[config.mk]
export PLATFORM = sky130hd
export DESIGN_NAME = radix_corr_est
export DESIGN_NICKNAME = d
export VERILOG_FILES = /design/src/rtl/radix_est_pkg.sv /design/src/rtl/pn_lfsr.sv /design/src/rtl/radix_corr_step.sv /design/src/rtl/radix_corr_est.sv
export SDC_FILE = /design/constraint.sdc
export NUM_CORES = 1
export LEC_CHECK = 0
export BUFFER_PORTS_ARGS = -buffer_cell sky130_fd_sc_hd__buf_4
export CAP_MARGIN = 20
export CORE_MARGIN = 1
export CORE_UTILIZATION = 45
export CTS_BUF_LIST = sky130_fd_sc_hd__clkbuf_4
export CTS_CLUSTER_DIAMETER = 50
export CTS_CLUSTER_SIZE = 20
export DETAILED_ROUTE_END_ITERATION = 16
export SLEW_MARGIN = 10
export SYNTH_ARGS = -nofsm -noshare
export SYNTH_HDL_FRONTEND = slang
export SYNTH_HIERARCHICAL = 1
export SYNTH_SLANG_ARGS = --single-unit
[constraint.sdc]
create_clock -name clk -period 22 [get_ports clk]
set_input_delay 4.4 -clock clk [delete_from_list [all_inputs] [get_ports clk]]
set_output_delay 4.4 -clock clk [all_outputs]
set_load 0.01 [all_outputs]
[src/rtl/radix_est_pkg.sv]
package radix_est_pkg;
    typedef enum logic [1:0] {
        DIR_HOLD = 2'd0,
        DIR_UP   = 2'd1,
        DIR_DOWN = 2'd2
    } step_dir_e;
endpackage

[src/rtl/pn_lfsr.sv]
module pn_lfsr #(
    parameter int          WIDTH = 15,
    parameter logic [63:0] TAPS  = 64'h6000,
    parameter logic [63:0] SEED  = 64'h1
) (
    input  logic clk,
    input  logic rst_n,
    input  logic adv,
    output logic bit_o
);
    logic [WIDTH-1:0] sr_d, sr_q;
    logic             fb;

    always_comb begin
        fb   = ^(sr_q & TAPS[WIDTH-1:0]);
        sr_d = sr_q;
        if (adv) begin
            sr_d = {sr_q[WIDTH-2:0], fb};
        end
    end

    always_ff @(posedge clk) begin
        if (!rst_n) sr_q <= SEED[WIDTH-1:0];
        else        sr_q <= sr_d;
    end

    assign bit_o = sr_q[WIDTH-1];
endmodule

[src/rtl/radix_corr_step.sv]
module radix_corr_step
    import radix_est_pkg::*;
#(
    parameter int EST_W = 32,
    parameter int SUM_W = 33
) (
    input  logic signed [SUM_W-1:0] sum_al,
    input  logic                    pn,
    input  logic signed [EST_W-1:0] est_q,
    output step_dir_e               dir
);
    localparam int RES_W = ((SUM_W > EST_W) ? SUM_W : EST_W) + 2;

    logic signed [RES_W-1:0] pterm, resid;

    always_comb begin
        pterm = pn ? RES_W'(est_q) : -RES_W'(est_q);
        resid = RES_W'(sum_al) - pterm;
        if (resid == '0)
            dir = DIR_HOLD;
        else if (resid[RES_W-1] != pn)
            dir = DIR_UP;
        else
            dir = DIR_DOWN;
    end
endmodule

[src/rtl/radix_corr_est.sv]
module radix_corr_est
    import radix_est_pkg::*;
#(
    parameter int          CODE_W      = 16,
    parameter int          CODE_FRAC   = 8,
    parameter int          EST_W       = 32,
    parameter int          FRAC_W      = 24,
    parameter logic [31:0] INIT_EST    = 32'h0200_0000,
    parameter int          STEP        = 1,
    parameter int          SAMPLE_LOG2 = 20,
    parameter int          LFSR_A_W    = 15,
    parameter logic [63:0] LFSR_A_TAPS = 64'h6000,
    parameter int          LFSR_B_W    = 17,
    parameter logic [63:0] LFSR_B_TAPS = 64'h12000
) (
    input  logic                     clk,
    input  logic                     rst_n,
    input  logic                     valid,
    input  logic                     restart,
    input  logic signed [CODE_W-1:0] code_a,
    input  logic signed [CODE_W-1:0] code_b,
    input  logic                     pn_a,
    input  logic                     pn_b,
    output logic                     pn_gen_a,
    output logic                     pn_gen_b,
    output logic signed [EST_W-1:0]  est_a,
    output logic signed [EST_W-1:0]  est_b,
    output logic                     done
);
    localparam int NCH   = 2;
    localparam int SHIFT = FRAC_W - CODE_FRAC;
    localparam int SUM_W = CODE_W + 1 + SHIFT;
    localparam int CNT_W = SAMPLE_LOG2 + 1;
    localparam logic [CNT_W-1:0] CNT_FULL = CNT_W'(1) << SAMPLE_LOG2;
    localparam logic [EST_W-1:0] EST_MAX  = {1'b0, {(EST_W-1){1'b1}}};
    localparam logic [EST_W-1:0] EST_MIN  = {1'b1, {(EST_W-1){1'b0}}};

    typedef struct packed {
        logic [NCH-1:0][EST_W-1:0] est;
        logic [CNT_W-1:0]          cnt;
        logic                      done;
    } state_t;

    state_t s_d, s_q;

    logic signed [CODE_W:0]  code_sum;
    logic signed [SUM_W-1:0] sum_al;
    logic [NCH-1:0]          pn_in;
    step_dir_e               dir [NCH];

    assign code_sum = {code_a[CODE_W-1], code_a} + {code_b[CODE_W-1], code_b};
    assign sum_al   = {code_sum, {SHIFT{1'b0}}};
    assign pn_in    = {pn_b, pn_a};

    for (genvar ch = 0; ch < NCH; ch++) begin : g_ch
        radix_corr_step #(
            .EST_W (EST_W),
            .SUM_W (SUM_W)
        ) u_step (
            .sum_al (sum_al),
            .pn     (pn_in[ch]),
            .est_q  ($signed(s_q.est[ch])),
            .dir    (dir[ch])
        );
    end

    always_comb begin
        s_d = s_q;
        if (valid) begin
            for (int ch = 0; ch < NCH; ch++) begin
                if (dir[ch] == DIR_UP && s_q.est[ch] != EST_MAX)
                    s_d.est[ch] = s_q.est[ch] + EST_W'(STEP);
                else if (dir[ch] == DIR_DOWN && s_q.est[ch] != EST_MIN)
                    s_d.est[ch] = s_q.est[ch] - EST_W'(STEP);
            end
        end
        if (restart) begin
            s_d.cnt  = '0;
            s_d.done = 1'b0;
        end else if (valid && !s_q.done) begin
            s_d.cnt = s_q.cnt + 1'b1;
            if (s_q.cnt + 1'b1 == CNT_FULL)
                s_d.done = 1'b1;
        end
    end

    always_ff @(posedge clk) begin
        if (!rst_n) begin
            s_q.est  <= {NCH{INIT_EST[EST_W-1:0]}};
            s_q.cnt  <= '0;
            s_q.done <= 1'b0;
        end else begin
            s_q <= s_d;
        end
    end

    pn_lfsr #(.WIDTH(LFSR_A_W), .TAPS(LFSR_A_TAPS), .SEED(64'h1)) u_pn_a (
        .clk (clk), .rst_n (rst_n), .adv (valid), .bit_o (pn_gen_a)
    );
    pn_lfsr #(.WIDTH(LFSR_B_W), .TAPS(LFSR_B_TAPS), .SEED(64'h1)) u_pn_b (
        .clk (clk), .rst_n (rst_n), .adv (valid), .bit_o (pn_gen_b)
    );

    assign est_a = $signed(s_q.est[0]);
    assign est_b = $signed(s_q.est[1]);
    assign done  = s_q.done;
endmodule

# After elaboration in Yosys (flattened, before gate mapping)

Index checks and enable logic that the tools add are counted.

Flip-flop bits (word level): 118
Input bits: 38

Add/subtract/negate cells: 10
Equality and inequality tests: 11
Mux-type cells: 10
Bitwise logic cells: 1
Reduce and logical (&&, ||, !) cells: 16

Operators by type and width:

| kind                    | count |
|---|---|
| $mux W32                | 4 |
| $logic_not A35 Y1       | 2 |
| $mux W35                | 2 |
| $neg A32 Y35            | 2 |
| $sub A33 B35 Y35        | 2 |
| $add A32 B1 Y32 const B | 2 |
| $ne A32 B31 Y1 const B  | 2 |
| $ne A32 B32 Y1 const B  | 2 |
| $sub A32 B1 Y32 const B | 2 |
| $add A21 B1 Y21 const B | 1 |
| $eq A21 B21 Y1 const B  | 1 |
| $add A16 B16 Y17        | 1 |
| $reduce_xor A17 Y1      | 1 |
| $reduce_xor A15 Y1      | 1 |
| $mux W2                 | 4 |
| $reduce_and A2 Y1       | 3 |
| $logic_and A1 B1 Y1     | 5 |
| $eq A2 B1 Y1 const B    | 2 |
| $eq A2 B2 Y1 const B    | 2 |
| $reduce_bool A2 Y1      | 2 |
| $ne A1 B1 Y1            | 2 |
| $reduce_or A2 Y1        | 1 |
| $logic_not A1 Y1        | 1 |
| $not A1 Y1              | 1 |

# Logic depth before layout (Yosys ltp)

Gate-level depths: netlist of run 1.

Depth in word-level cells: 10
Mapped depth: 39
Gate-level depth less buffers: 37

# Hierarchy

The synthesis of run 1 kept the hierarchy.

Modules (own cells, without submodules):

| module                           | instances | cells each | area an instance (µm²) |
|---|---|---|---|
| radix_corr_est                   | 1         | 996        | 8075.2 |
| radix_corr_step (g_ch[0].u_step) | 1         | 507        | 3353.2 |
| radix_corr_step (g_ch[1].u_step) | 1         | 443        | 2935.3 |
| pn_lfsr (u_pn_b)                 | 1         | 55         | 658.1 |
| pn_lfsr (u_pn_a)                 | 1         | 49         | 585.6 |

# Worst setup path after synthesis of run 1

OpenSTA, ideal clock, no wires.

Kind: input-to-reg
Start: input port code_a[0]
End: register s_q (netlist bit est_b[31])
Data arrival time: 12.204 ns
Required time: 21.928 ns
Path slack: 9.725 ns
Cell stages on the path: 38
Path buffers: 1
Cell sequence: ha_1 -> inv_1 -> fa_1 -> nor2b_1 -> o21ai_0 -> nand2b_1 -> a21o_1 -> a21o_1 -> a311oi_1 -> o311a_1 -> a2111oi_0 -> o21ai_0 -> a31o_2 -> ha_1 -> and3_1 -> nand2_1 -> o211a_1 -> a2bb2oi_1 -> [... 2 more ...] -> nor4_1 -> and4_1 -> a21boi_1 -> nand2b_1 -> a21oi_1 -> inv_1 -> ha_1 -> buf_6 -> a2111oi_0 -> nor3_1 -> a21oi_2 -> a211oi_2 -> a211oi_4 -> o31ai_2 -> a221oi_4 -> o21ai_1 -> a31oi_1 -> mux2i_1

RTL lines:

| item        | line                 | RTL |
|---|---|---|
| from (decl) | radix_corr_est.sv:20 | `input logic signed [CODE_W-1:0] code_a,` |
| to (decl)   | radix_corr_est.sv:44 | `state_t s_d, s_q;` |

==> tab_implementation.tex, run 1 <==
\begin{tabular}{lr}
\hline
Metric & Value \\
\hline
\multicolumn{2}{l}{\textbf{Worst setup path}} \\
Count of buffering cells on the critical path with inverters included & 4 \\
Crit path launch type & input pin \\
Worst setup EP type & register \\
Highest cell delay on the worst timing path & roughly 530 ps \\
CP max stage cell & sky130\_fd\_sc\_hd\_\_a2111oi\_0 \\
Max Fanout on Critical Path & 32 \\
Data arrival time of the critical path & 13420 ps \\
Required arrival time at the worst endpoint & about 23000 ps \\
Crit Reg-Reg Endpoint & est\_b[31]\$\_SDFFE\_PN0P\_ \\
Library cell appearing most often on the critical path & sky130\_fd\_sc\_hd\_\_ha\_1 \\
Top cell family by delay on the critical path & compound AO/OA/AOI/OAI gates \\
Internal reg-to-reg setup slack & roughly 13000 ps \\
Setup Crit Path Kind & input pin to register \\
Startpoint of the most critical register-to-register path & est\_b[2]\$\_SDFFE\_PN0P\_ \\
Number of cells traversed by the worst register-to-register path & 34 \\
\multicolumn{2}{l}{\textbf{Routing}} \\
Violation count after the first detailed-routing iteration & 1082 \\
Final WL & 44800 microns \\
Wirelength per Cell & between 15 and 20 microns \\
DR pass1 iterations & 5 \\
Detailed-route DRC error count & 0 \\
Number of nets still failing antenna checks after routing & 0 \\
Detailed-route via count & 15.1k \\
Drt via density & approximately 6.0 \\
\multicolumn{2}{l}{\textbf{Logic synthesis}} \\
Number of synthesized register bits & around 120 \\
Netlist area before placement & around 16000 sq um \\
Synth warn & 6 \\
Synth top area share & 0.151 \\
Synthesized area per cell & around 7.6 sq um \\
Syn Inst Count & 2050 \\
Sequential share of the synthesized area & 0.151 \\
Proportion of register bits with asynchronous set or reset after synthesis & 0 \\
Yosys top cell by area & sky130\_fd\_sc\_hd\_\_dfxtp\_1 \\
Top cells by area, synth & sky130\_fd\_sc\_hd\_\_dfxtp\_1 (15\%), sky130\_fd\_sc\_hd\_\_ha\_1 (12\%), sky130\_fd\_sc\_hd\_\_xnor2\_1 (7.1\%) \\
Dominant register cell in the synthesized netlist & sky130\_fd\_sc\_hd\_\_dfxtp\_1 \\
Yosys cell types & roughly 100 \\
Leading cell type by number of instances after synthesis & sky130\_fd\_sc\_hd\_\_a21oi\_1 \\
Count of flip-flops with a built-in enable after synthesis & 0 \\
Top cells by instance count after synthesis & sky130\_fd\_sc\_hd\_\_a21oi\_1 (182), sky130\_fd\_sc\_hd\_\_nor2\_1 (156), sky130\_fd\_sc\_hd\_\_ha\_1 (148) \\
\multicolumn{2}{l}{\textbf{Global route}} \\
Pin count of the biggest net entering global routing & 62 \\
First-pass GRT wire length & $\sim$73000 microns \\
Number of antenna violations at the first check in global routing & 1 \\
Tot GR Track Use & 0.251 \\
Via count of the first global-routing pass & about 14k \\
Leftover overflow at the end of global routing & 0 \\
\multicolumn{2}{l}{\textbf{Timing}} \\
Worst clock skew on the final layout & 25.4 ps \\
Total Negative Setup Slacks & 0 ps \\
Total count of hold-check failures in the final report & 0 \\
RSZ-0062 raised after global routing & no \\
Transition at the pin with the smallest max-transition slack & around 840 ps \\
Achievable Freq & $\sim$78 MHz \\
Final critical path time including I/O delays and setup & 12890 ps \\
Worst max-slew margin expressed relative to the limit & 0.440 \\
Count of final setup violators & 0 \\
Slew Limit Fails & 0 \\
Final clock period utilization by the worst path & 0.586 \\
\multicolumn{2}{l}{\textbf{CTS}} \\
H-tree levels & 4 \\
Post-cts hold buffer count & 0 \\
Clock root cell & sky130\_fd\_sc\_hd\_\_clkbuf\_4 \\
Number of buffers added by the clock tree synthesis step & 17 \\
Post-CTS setup-driven buffer insertion count & 0 \\
Clock tree from TritonCTS & yes \\
Buffer depth of the longest clock path & 2 \\
Post-CTS clock slew at the launch and capture registers of the worst setup and hold paths & approximately 130 ps \\
Source-to-sink clock delay at the later pin of the worst-skew pair & 600 ps \\
CTS sink cnt & approximately 120 \\
Quantity of gates resized following cts & 0 \\
\multicolumn{2}{l}{\textbf{Die}} \\
Area of the die & 35400 sq um \\
Rows & 67 \\
Die outline width & approximately 190 microns \\
I/O pin cnt & 105 \\
Placeable Area & roughly 34000 sq um \\
Chip Height & about 190 microns \\
Initial standard-cell utilization of the core & 0.461 \\
\multicolumn{2}{l}{\textbf{Min path}} \\
Worst Hold Launch & s\_q[2]\$\_SDFFE\_PP0P\_ \\
Number of stages on the worst hold path & 2 \\
Worst min-delay path category & register to register \\
End point of the worst hold path & s\_q[2]\$\_SDFFE\_PP0P\_ \\
\multicolumn{2}{l}{\textbf{Cells and area}} \\
Fraction of final layout cells with drive strength greater than 1 & 0.0908 \\
Layout-stage area growth over the synthesis result & 5.80\% \\
\# fillers & 3455 \\
Final instance area & 16500 sq um \\
Layout net count & about 2.3k \\
\multicolumn{2}{l}{\textbf{Placed design}} \\
Half-perimeter wire length after detailed placement & about 35000 microns \\
Number of input and output port buffers inserted & 104 \\
Routability congestion estimate & around 0.91 \\
Post-DP Area & between 15000 and 20000 sq um \\
\multicolumn{2}{l}{\textbf{Run}} \\
Max-cap violation count & 0 \\
\multicolumn{2}{l}{\textbf{Status}} \\
Run status & finished, final reports clean \\
\hline
\end{tabular}
-- kinds of logic (layout without fill, tap and decap cells) --
family | Yosys count | after routing | synth area share
AOI/OAI and AO/OA | 583 | 583 | 0.250
xor gates and xnor gates | 182 | 182 | 0.102
adders and majority gates | 153 | 153 | 0.125
buffers and inverters | 217 | 215 | 0.0747
DFF | 118 | 118 | 0.151
muxes | 88 | 88 | 0.0566
other | 1 | 35 | 0.000240
and+or+nand+nor | 708 | 708 | 0.240
-- metal layers --
| layer | GRT usage | vias to the layer above | routed length (microns) |
|---|---|---|---|
| met5 | 0 | - | 0 |
| met4 | 0.0747 | 0 | 975 |
| met3 | 0.0413 | 68 | 2270 |
| met2 | 0.384 | 387 | 19600 |
| met1 | 0.358 | 7135 | 21900 |
| li1 | - | 7540 | - |
-- sequential cells by signal, indices dropped and copies added, names as in the netlist --
signal	flops
u_pn_b/sr_q	17
est_b	32
done	1
u_pn_a/sr_q	15
est_a	32
s_q	21
-- placed cells by master (no fill, tap or decap), types with 22 or more instances in the layout --
master | netlist | final
sky130_fd_sc_hd__buf_4 | 67 | 110
sky130_fd_sc_hd__nand2_1 | 143 | 143
sky130_fd_sc_hd__and3_1 | 22 | 22
sky130_fd_sc_hd__nor2_1 | 156 | 156
sky130_fd_sc_hd__a31oi_1 | 29 | 29
sky130_fd_sc_hd__dfxtp_1 | 118 | 118
sky130_fd_sc_hd__a21oi_1 | 182 | 182
sky130_fd_sc_hd__mux2i_1 | 86 | 86
sky130_fd_sc_hd__nor2b_1 | 95 | 95
sky130_fd_sc_hd__nor4_1 | 37 | 37
sky130_fd_sc_hd__conb_1 | 1 | 34
sky130_fd_sc_hd__nand4_1 | 45 | 45
sky130_fd_sc_hd__ha_1 | 148 | 148
sky130_fd_sc_hd__a21o_1 | 41 | 41
sky130_fd_sc_hd__xnor2_1 | 127 | 127
sky130_fd_sc_hd__xor2_1 | 55 | 55
sky130_fd_sc_hd__o211ai_1 | 24 | 24
sky130_fd_sc_hd__inv_1 | 74 | 74
sky130_fd_sc_hd__o21a_1 | 26 | 26
sky130_fd_sc_hd__nand3_1 | 46 | 46
sky130_fd_sc_hd__nor3_1 | 48 | 48
sky130_fd_sc_hd__o21ai_0 | 85 | 85
-- worst reg2reg max path: cells and delay by family (launching register included) --
kind | cells | cell delay (ps)
AO/OA/AOI/OAI | 15 | 3380
XOR/XNOR | 1 | 340
adder cells (fa/ha/maj) | 2 | 900
buffers and inverters | 2 | 360
flip-flops | 1 | 440
multiplexers | 1 | 190
AND/OR/NAND/NOR | 13 | 3440
-- cell type report --
cell class                 instances  area, sq um  share of cell area
inverter                          74          278              0.0168
tap                              448          561              0.0339
timing repair buffer             110          826              0.0500
clock buffer                      17          128             0.00773
antenna                            1         2.50            0.000152
sequential                       118         2360               0.143
multi-input combinational       1748        12200               0.740
clock inverter                    14          130             0.00788
-- stage by stage --
stage,hold WS (ps),instances,worst slack [ps],util
after global placement,480,2498,8990,0.480
after detailed placement,488,2498,8670,0.480
after floorplan,465,2083,9720,-
after global routing,526,2530,8340,0.488
final,501,2530,9110,0.488
after CTS,505,2529,9310,0.487
-- worst max path at each step --
stage / depth (start not counted) / endpoint / slack [ps] / start
finish: 39 / est_b[31]$_SDFFE_PN0P_ / 9110 / code_a[0]
global route: 39 / est_b[31]$_SDFFE_PN0P_ / 8340 / code_a[0]
CTS: 39 / est_b[31]$_SDFFE_PN0P_ / 9310 / code_a[0]
detailed placement: 39 / est_b[31]$_SDFFE_PN0P_ / 8670 / code_a[0]
global placement: 39 / est_b[31]$_SDFFE_PN0P_ / 8990 / code_a[0]
floorplan: 38 / est_b[31]$_SDFFE_PN0P_ / 9720 / code_a[0]
Power of run 1 is not shown: default switching activity piles up to over one toggle a cycle in this logic, so the estimate is an artifact.
==> inputs of run 2 (changes only) <==
==> constraint.sdc (replaced) <==
create_clock -name clk -period 13.1 [get_ports clk]
set_input_delay 2.62 -clock clk [delete_from_list [all_inputs] [get_ports clk]]
set_output_delay 2.62 -clock clk [all_outputs]
set_load 0.01 [all_outputs]
==> tab_implementation.tex, run 2 (synthesis gave the netlist of run 1 again) <==
\begin{tabular}{lr}
\hline
Metric & Value \\
\hline
\multicolumn{2}{l}{\textbf{Timing}} \\
Transition at the pin with the smallest max-transition slack & 956 ps (was 840 ps) \\
Final critical path time including I/O delays and setup & between 10000 and 15000 ps \\
RSZ-0062 raised after global routing & no (unchanged) \\
Total count of hold-check failures in the final report & 0 (unchanged) \\
Worst max-slew margin expressed relative to the limit & 0.363 (was 0.440) \\
Worst clock skew on the final layout & 29.8 ps (was 25.4 ps) \\
Achievable Freq & $\sim$90 MHz \\
Count of final setup violators & 0 (unchanged) \\
Slew Limit Fails & 0 (unchanged) \\
Total Negative Setup Slacks & 0 ps (unchanged) \\
Final clock period utilization by the worst path & 0.844 \\
\multicolumn{2}{l}{\textbf{Die}} \\
Chip Height & 188 microns (unchanged) \\
Die outline width & 188 microns (unchanged) \\
Placeable Area & 33900 sq um (unchanged) \\
Area of the die & 35400 sq um (unchanged) \\
Rows & 67 (unchanged) \\
I/O pin cnt & 105 (unchanged) \\
Initial standard-cell utilization of the core & 0.461 (unchanged) \\
\multicolumn{2}{l}{\textbf{Cells and area}} \\
Most common library cell in the layout ignoring fill and taps & sky130\_fd\_sc\_hd\_\_a21oi\_1 (unchanged) \\
Footprint of the multi-input gates & 12200 sq um (unchanged) \\
Layout-stage area growth over the synthesis result & 5.96\% (was 5.80\%) \\
Final instance area & 16500 sq um (about the same) \\
\# fillers & 3444 (was 3455) \\
Most frequent cells in the layout & sky130\_fd\_sc\_hd\_\_a21oi\_1 (182), sky130\_fd\_sc\_hd\_\_nor2\_1 (156), sky130\_fd\_sc\_hd\_\_ha\_1 (148) (unchanged) \\
FF+latch area & 2360 sq um (unchanged) \\
Fraction of final layout cells with drive strength greater than 1 & 0.0904 (was 0.0908) \\
Layout net count & 2258 (was 2260) \\
\multicolumn{2}{l}{\textbf{Min path}} \\
Number of stages on the worst hold path & 2 (unchanged) \\
End point of the worst hold path & s\_q[2]\$\_SDFFE\_PP0P\_ (unchanged) \\
Worst min-delay path category & register to register (unchanged) \\
Worst Hold Launch & s\_q[2]\$\_SDFFE\_PP0P\_ (unchanged) \\
\multicolumn{2}{l}{\textbf{CTS}} \\
Number of buffers added by the clock tree synthesis step & 17 (unchanged) \\
Buffer depth of the longest clock path & 2 (unchanged) \\
Clock tree from TritonCTS & yes (unchanged) \\
CTS sink cnt & 118 (unchanged) \\
Clock root cell & sky130\_fd\_sc\_hd\_\_clkbuf\_4 (unchanged) \\
Post-cts hold buffer count & 0 (unchanged) \\
Quantity of gates resized following cts & 0 (unchanged) \\
Source-to-sink clock delay at the later pin of the worst-skew pair & 610 ps (was 600 ps) \\
Post-CTS setup-driven buffer insertion count & 0 (unchanged) \\
Post-CTS clock slew at the launch and capture registers of the worst setup and hold paths & 130 ps (about the same) \\
H-tree levels & 4 (unchanged) \\
\multicolumn{2}{l}{\textbf{Routing}} \\
DR pass1 iterations & 5 (unchanged) \\
Drt via density & 5.92 (was 5.98) \\
Wirelength per Cell & 17.6 microns (was 17.7 microns) \\
Detailed-route via count & 15.0k (was 15.1k) \\
Final WL & 44600 microns (was 44800 microns) \\
Number of nets still failing antenna checks after routing & 0 (unchanged) \\
Detailed-route DRC error count & 0 (unchanged) \\
Violation count after the first detailed-routing iteration & 1164 (was 1082) \\
\multicolumn{2}{l}{\textbf{Run}} \\
Max-cap violation count & 0 (unchanged) \\
\multicolumn{2}{l}{\textbf{Worst setup path}} \\
Max Fanout on Critical Path & 16 (was 32) \\
Startpoint of the most critical register-to-register path & est\_b[2]\$\_SDFFE\_PN0P\_ (unchanged) \\
Highest cell delay on the worst timing path & 530 ps (about the same) \\
Data arrival time of the critical path & 11600 ps (was 13420 ps) \\
CP max stage cell & sky130\_fd\_sc\_hd\_\_ha\_1 (was sky130\_fd\_sc\_hd\_\_a2111oi\_0) \\
Crit path launch type & input pin (unchanged) \\
Required arrival time at the worst endpoint & 13640 ps (was 22540 ps) \\
Internal reg-to-reg setup slack & 4080 ps (was 12910 ps) \\
Number of cells traversed by the worst register-to-register path & 30 (was 34) \\
Setup Crit Path Kind & input pin to register (unchanged) \\
Worst setup EP type & register (unchanged) \\
Crit Reg-Reg Endpoint & est\_b[31]\$\_SDFFE\_PN0P\_ (unchanged) \\
\multicolumn{2}{l}{\textbf{Placed design}} \\
Number of input and output port buffers inserted & 104 (unchanged) \\
Half-perimeter wire length after detailed placement & 34400 microns (was 34600 microns) \\
Post-DP Area & 16200 sq um (was 16300 sq um) \\
Routability congestion estimate & 0.925 (was 0.914) \\
\multicolumn{2}{l}{\textbf{Global route}} \\
Number of antenna violations at the first check in global routing & 1 (unchanged) \\
Pin count of the biggest net entering global routing & 109 (was 62) \\
Leftover overflow at the end of global routing & 0 (unchanged) \\
Tot GR Track Use & 0.248 (was 0.251) \\
Via count of the first global-routing pass & 13.9k (about the same) \\
First-pass GRT wire length & 71900 microns (was 72700 microns) \\
\multicolumn{2}{l}{\textbf{Status}} \\
Run status & finished, final reports clean (unchanged) \\
\hline
\end{tabular}
==> run 2: layout make-up <==
type,count,area share
well taps,448,0.0339
repair buffers,108,0.0490
flip-flops and latches,118,0.143
clock inverters,15,0.0104
inverters,74,0.0168
multi-input cells,1748,0.739
diodes,1,0.000151
clock buffers,17,0.00772
==> run 2: per-layer routing <==
layer,wire length [microns],GRT usage
met1,21900,0.354
met2,19600,0.383
met3,2330,0.0367
met4,811,0.0707
met5,0,0
==> run 2: critical path, delay by kind of cell <==
family	cells	cell delay, ps
AO/OA/AOI/OAI	22	4800
AND/OR/NAND/NOR	8	1910
buffers and inverters	3	510
adder cells (fa/ha/maj)	4	1520
multiplexers	1	220
==> run 2: worst max-delay path by stage <==
stage	start	endpoint	slack (ps)	depth (start not counted)
after global placement	code_a[0]	est_b[31]$_SDFFE_PN0P_	1690	38
final	code_a[0]	est_b[31]$_SDFFE_PN0P_	2040	38
after CTS	code_a[0]	est_b[31]$_SDFFE_PN0P_	2230	38
after global routing	code_a[0]	est_b[31]$_SDFFE_PN0P_	1120	38
after floorplan	code_a[0]	est_b[31]$_SDFFE_PN0P_	2600	38
after detailed placement	code_a[0]	est_b[31]$_SDFFE_PN0P_	1560	38
==> run 2: per-stage QoR <==
stage / util / hold WS, ps / worst slack (ps) / instances
floorplan: - / 465 / 2600 / 2083
global placement: 0.479 / 481 / 1690 / 2496
detailed placement: 0.479 / 490 / 1560 / 2496
CTS: 0.488 / 508 / 2230 / 2528
global route: 0.488 / 537 / 1120 / 2529
finish: 0.488 / 507 / 2040 / 2529
Power of run 2 is left out for the same reason.
==> inputs of run 3 (changes only) <==
==> constraint.sdc (replaced) <==
create_clock -name clk -period 10 [get_ports clk]
set_input_delay 2 -clock clk [delete_from_list [all_inputs] [get_ports clk]]
set_output_delay 2 -clock clk [all_outputs]
set_load 0.01 [all_outputs]
==> tab_implementation.tex, run 3 (synthesis gave the netlist of run 1 again) <==
\begin{tabular}{lr}
\hline
Metric & Value \\
\hline
\multicolumn{2}{l}{\textbf{CTS}} \\
Clock tree from TritonCTS & yes (unchanged) \\
Post-cts hold buffer count & 0 (unchanged) \\
Source-to-sink clock delay at the later pin of the worst-skew pair & 600 ps (was 610 ps) \\
CTS sink cnt & 118 (unchanged) \\
Quantity of gates resized following cts & 0 (unchanged) \\
Buffer depth of the longest clock path & 2 (unchanged) \\
Post-CTS clock slew at the launch and capture registers of the worst setup and hold paths & 110 ps (was 130 ps) \\
Clock root cell & sky130\_fd\_sc\_hd\_\_clkbuf\_4 (unchanged) \\
H-tree levels & 4 (unchanged) \\
Number of buffers added by the clock tree synthesis step & 17 (unchanged) \\
Post-CTS setup-driven buffer insertion count & 0 (unchanged) \\
\multicolumn{2}{l}{\textbf{Cells and area}} \\
Layout-stage area growth over the synthesis result & 8.12\% (was 5.96\%) \\
Most common library cell in the layout ignoring fill and taps & sky130\_fd\_sc\_hd\_\_a21oi\_1 (unchanged) \\
Most frequent cells in the layout & sky130\_fd\_sc\_hd\_\_a21oi\_1 (182), sky130\_fd\_sc\_hd\_\_nor2\_1 (156), sky130\_fd\_sc\_hd\_\_ha\_1 (148), sky130\_fd\_sc\_hd\_\_buf\_4 (148), sky130\_fd\_sc\_hd\_\_nand2\_1 (143) (was sky130\_fd\_sc\_hd\_\_a21oi\_1 (182), sky130\_fd\_sc\_hd\_\_nor2\_1 (156), sky130\_fd\_sc\_hd\_\_ha\_1 (148)) \\
Final Non-Filler Cells & 2568 (was 2529) \\
Fraction of final layout cells with drive strength greater than 1 & 0.107 (was 0.0904) \\
Layout net count & 2300 (was 2258) \\
\multicolumn{2}{l}{\textbf{Worst setup path}} \\
Crit path launch type & input pin (unchanged) \\
Library cell appearing most often on the critical path & sky130\_fd\_sc\_hd\_\_o21ai\_0 \\
Count of buffering cells on the critical path with inverters included & 5 (was 3) \\
Worst setup EP type & register (unchanged) \\
Required arrival time at the worst endpoint & 10540 ps (was 13640 ps) \\
Data arrival time of the critical path & 9930 ps (was 11600 ps) \\
Max Fanout on Critical Path & 11 (was 16) \\
CP max stage cell & sky130\_fd\_sc\_hd\_\_or4\_1 (was sky130\_fd\_sc\_hd\_\_ha\_1) \\
Setup Crit Path Kind & input pin to register (unchanged) \\
Top cell family by delay on the critical path & compound AO/OA/AOI/OAI gates (unchanged) \\
Highest cell delay on the worst timing path & 480 ps (was 530 ps) \\
\multicolumn{2}{l}{\textbf{Die}} \\
I/O pin cnt & 105 (unchanged) \\
Die outline width & 188 microns (unchanged) \\
Placeable Area & 33900 sq um (unchanged) \\
Initial standard-cell utilization of the core & 0.461 (unchanged) \\
Chip Height & 188 microns (unchanged) \\
Area of the die & 35400 sq um (unchanged) \\
Rows & 67 (unchanged) \\
\multicolumn{2}{l}{\textbf{Timing}} \\
Final critical path time including I/O delays and setup & $\sim$9400 ps \\
Count of final setup violators & 0 (unchanged) \\
Achievable Freq & around 110 MHz \\
RSZ-0062 raised after global routing & no (unchanged) \\
Total count of hold-check failures in the final report & 0 (unchanged) \\
Final clock period utilization by the worst path & 0.939 \\
Worst max-slew margin expressed relative to the limit & 0.430 (was 0.363) \\
Slew Limit Fails & 0 (unchanged) \\
Total Negative Setup Slacks & 0 ps (unchanged) \\
Transition at the pin with the smallest max-transition slack & 856 ps (was 956 ps) \\
Worst clock skew on the final layout & 16.3 ps (was 29.8 ps) \\
\multicolumn{2}{l}{\textbf{Routing}} \\
Drt via density & 5.91 (was 5.92) \\
Violation count after the first detailed-routing iteration & 1165 (was 1164) \\
Wirelength per Cell & 17.5 microns (was 17.6 microns) \\
Detailed-route via count & 15.2k (was 15.0k) \\
Final WL & 44900 microns (was 44600 microns) \\
Detailed-route DRC error count & 0 (unchanged) \\
Number of nets still failing antenna checks after routing & 0 (unchanged) \\
DR pass1 iterations & 5 (unchanged) \\
\multicolumn{2}{l}{\textbf{Global route}} \\
Leftover overflow at the end of global routing & 0 (unchanged) \\
Number of antenna violations at the first check in global routing & 1 (unchanged) \\
GR met1 Demand/Resource & 0.357 (was 0.354) \\
First-pass GRT wire length & 72600 microns (was 71900 microns) \\
Routing layer with the top usage in global route & met2 (unchanged) \\
Pin count of the biggest net entering global routing & 56 (was 109) \\
Grt met2 use & 0.389 (was 0.383) \\
Met3 layer usage reported by global route & 0.0404 (was 0.0367) \\
Tot GR Track Use & 0.250 (was 0.248) \\
Via count of the first global-routing pass & 14.0k (was 13.9k) \\
\multicolumn{2}{l}{\textbf{Placed design}} \\
Half-perimeter wire length after detailed placement & 35200 microns (was 34400 microns) \\
Number of input and output port buffers inserted & 104 (unchanged) \\
Cell total after placement & 2538 (was 2496) \\
Routability congestion estimate & 0.969 (was 0.925) \\
\multicolumn{2}{l}{\textbf{Status}} \\
Run status & finished, final reports clean (unchanged) \\
\multicolumn{2}{l}{\textbf{Run}} \\
Max-cap violation count & 0 (unchanged) \\
\multicolumn{2}{l}{\textbf{Min path}} \\
Worst min-delay path category & register to register (unchanged) \\
\hline
\end{tabular}
run 3: cell count changes in the layout (fill, tap and decap cells not counted):
cell / change
sky130_fd_sc_hd__inv_8: -1
sky130_fd_sc_hd__bufinv_16: +2
sky130_fd_sc_hd__clkinvlp_4: -3
sky130_fd_sc_hd__clkbuf_4: +1
sky130_fd_sc_hd__clkinv_4: -3
sky130_fd_sc_hd__clkinv_2: +4
sky130_fd_sc_hd__clkinv_1: +1
sky130_fd_sc_hd__buf_4: +40
sky130_fd_sc_hd__buf_12: +2
sky130_fd_sc_hd__inv_6: -4
run 3: worst min-delay path, stage by stage (launching register included):
cell and delay (ps):
sky130_fd_sc_hd__dfxtp_1 340, sky130_fd_sc_hd__nand2_1 60, sky130_fd_sc_hd__a21oi_1 50
run 3: layout make-up:
class                      instances  area (sq um)
antenna                            1          2.50
clock buffer                      18           135
clock inverter                    11           160
fill                            3420         17000
inverter                          74           278
multi-input combinational       1748         12200
sequential                       118          2360
tap                              448           561
timing repair buffer             150          1150
run 3: path summary, 6_finish.rpt:
kind	to	depth (start not counted)	start	slack [ps]
setup / recovery	est_b[31]$_SDFFE_PN0P_	40	code_a[0]	610
hold / removal	s_q[2]$_SDFFE_PP0P_	2	s_q[2]$_SDFFE_PP0P_	500
setup reg to reg	est_b[31]$_SDFFE_PN0P_	34	est_b[2]$_SDFFE_PN0P_	1540
hold reg to reg	s_q[2]$_SDFFE_PP0P_	2	s_q[2]$_SDFFE_PP0P_	500
run 3: per-layer routing:
metal / wire, microns / part of all wire / vias up
met4: 784 / 0.017 / 0
met3: 2720 / 0.061 / 53
met5: 0 / 0 / -
met1: 21700 / 0.48 / 7096
met2: 19700 / 0.44 / 446
li1: - / - / 7592
run 3: per-stage QoR:
step	worst slack [ps]	instance area, sq um	utilization	hold slack, ps
CTS	671	16900	0.498	506
global placement	115	16600	0.489	476
finish	611	16900	0.498	500
detailed placement	45.5	16600	0.489	492
global route	1.08	16900	0.498	533
floorplan	125	15700	-	465
Power of run 3 is left out for the same reason.
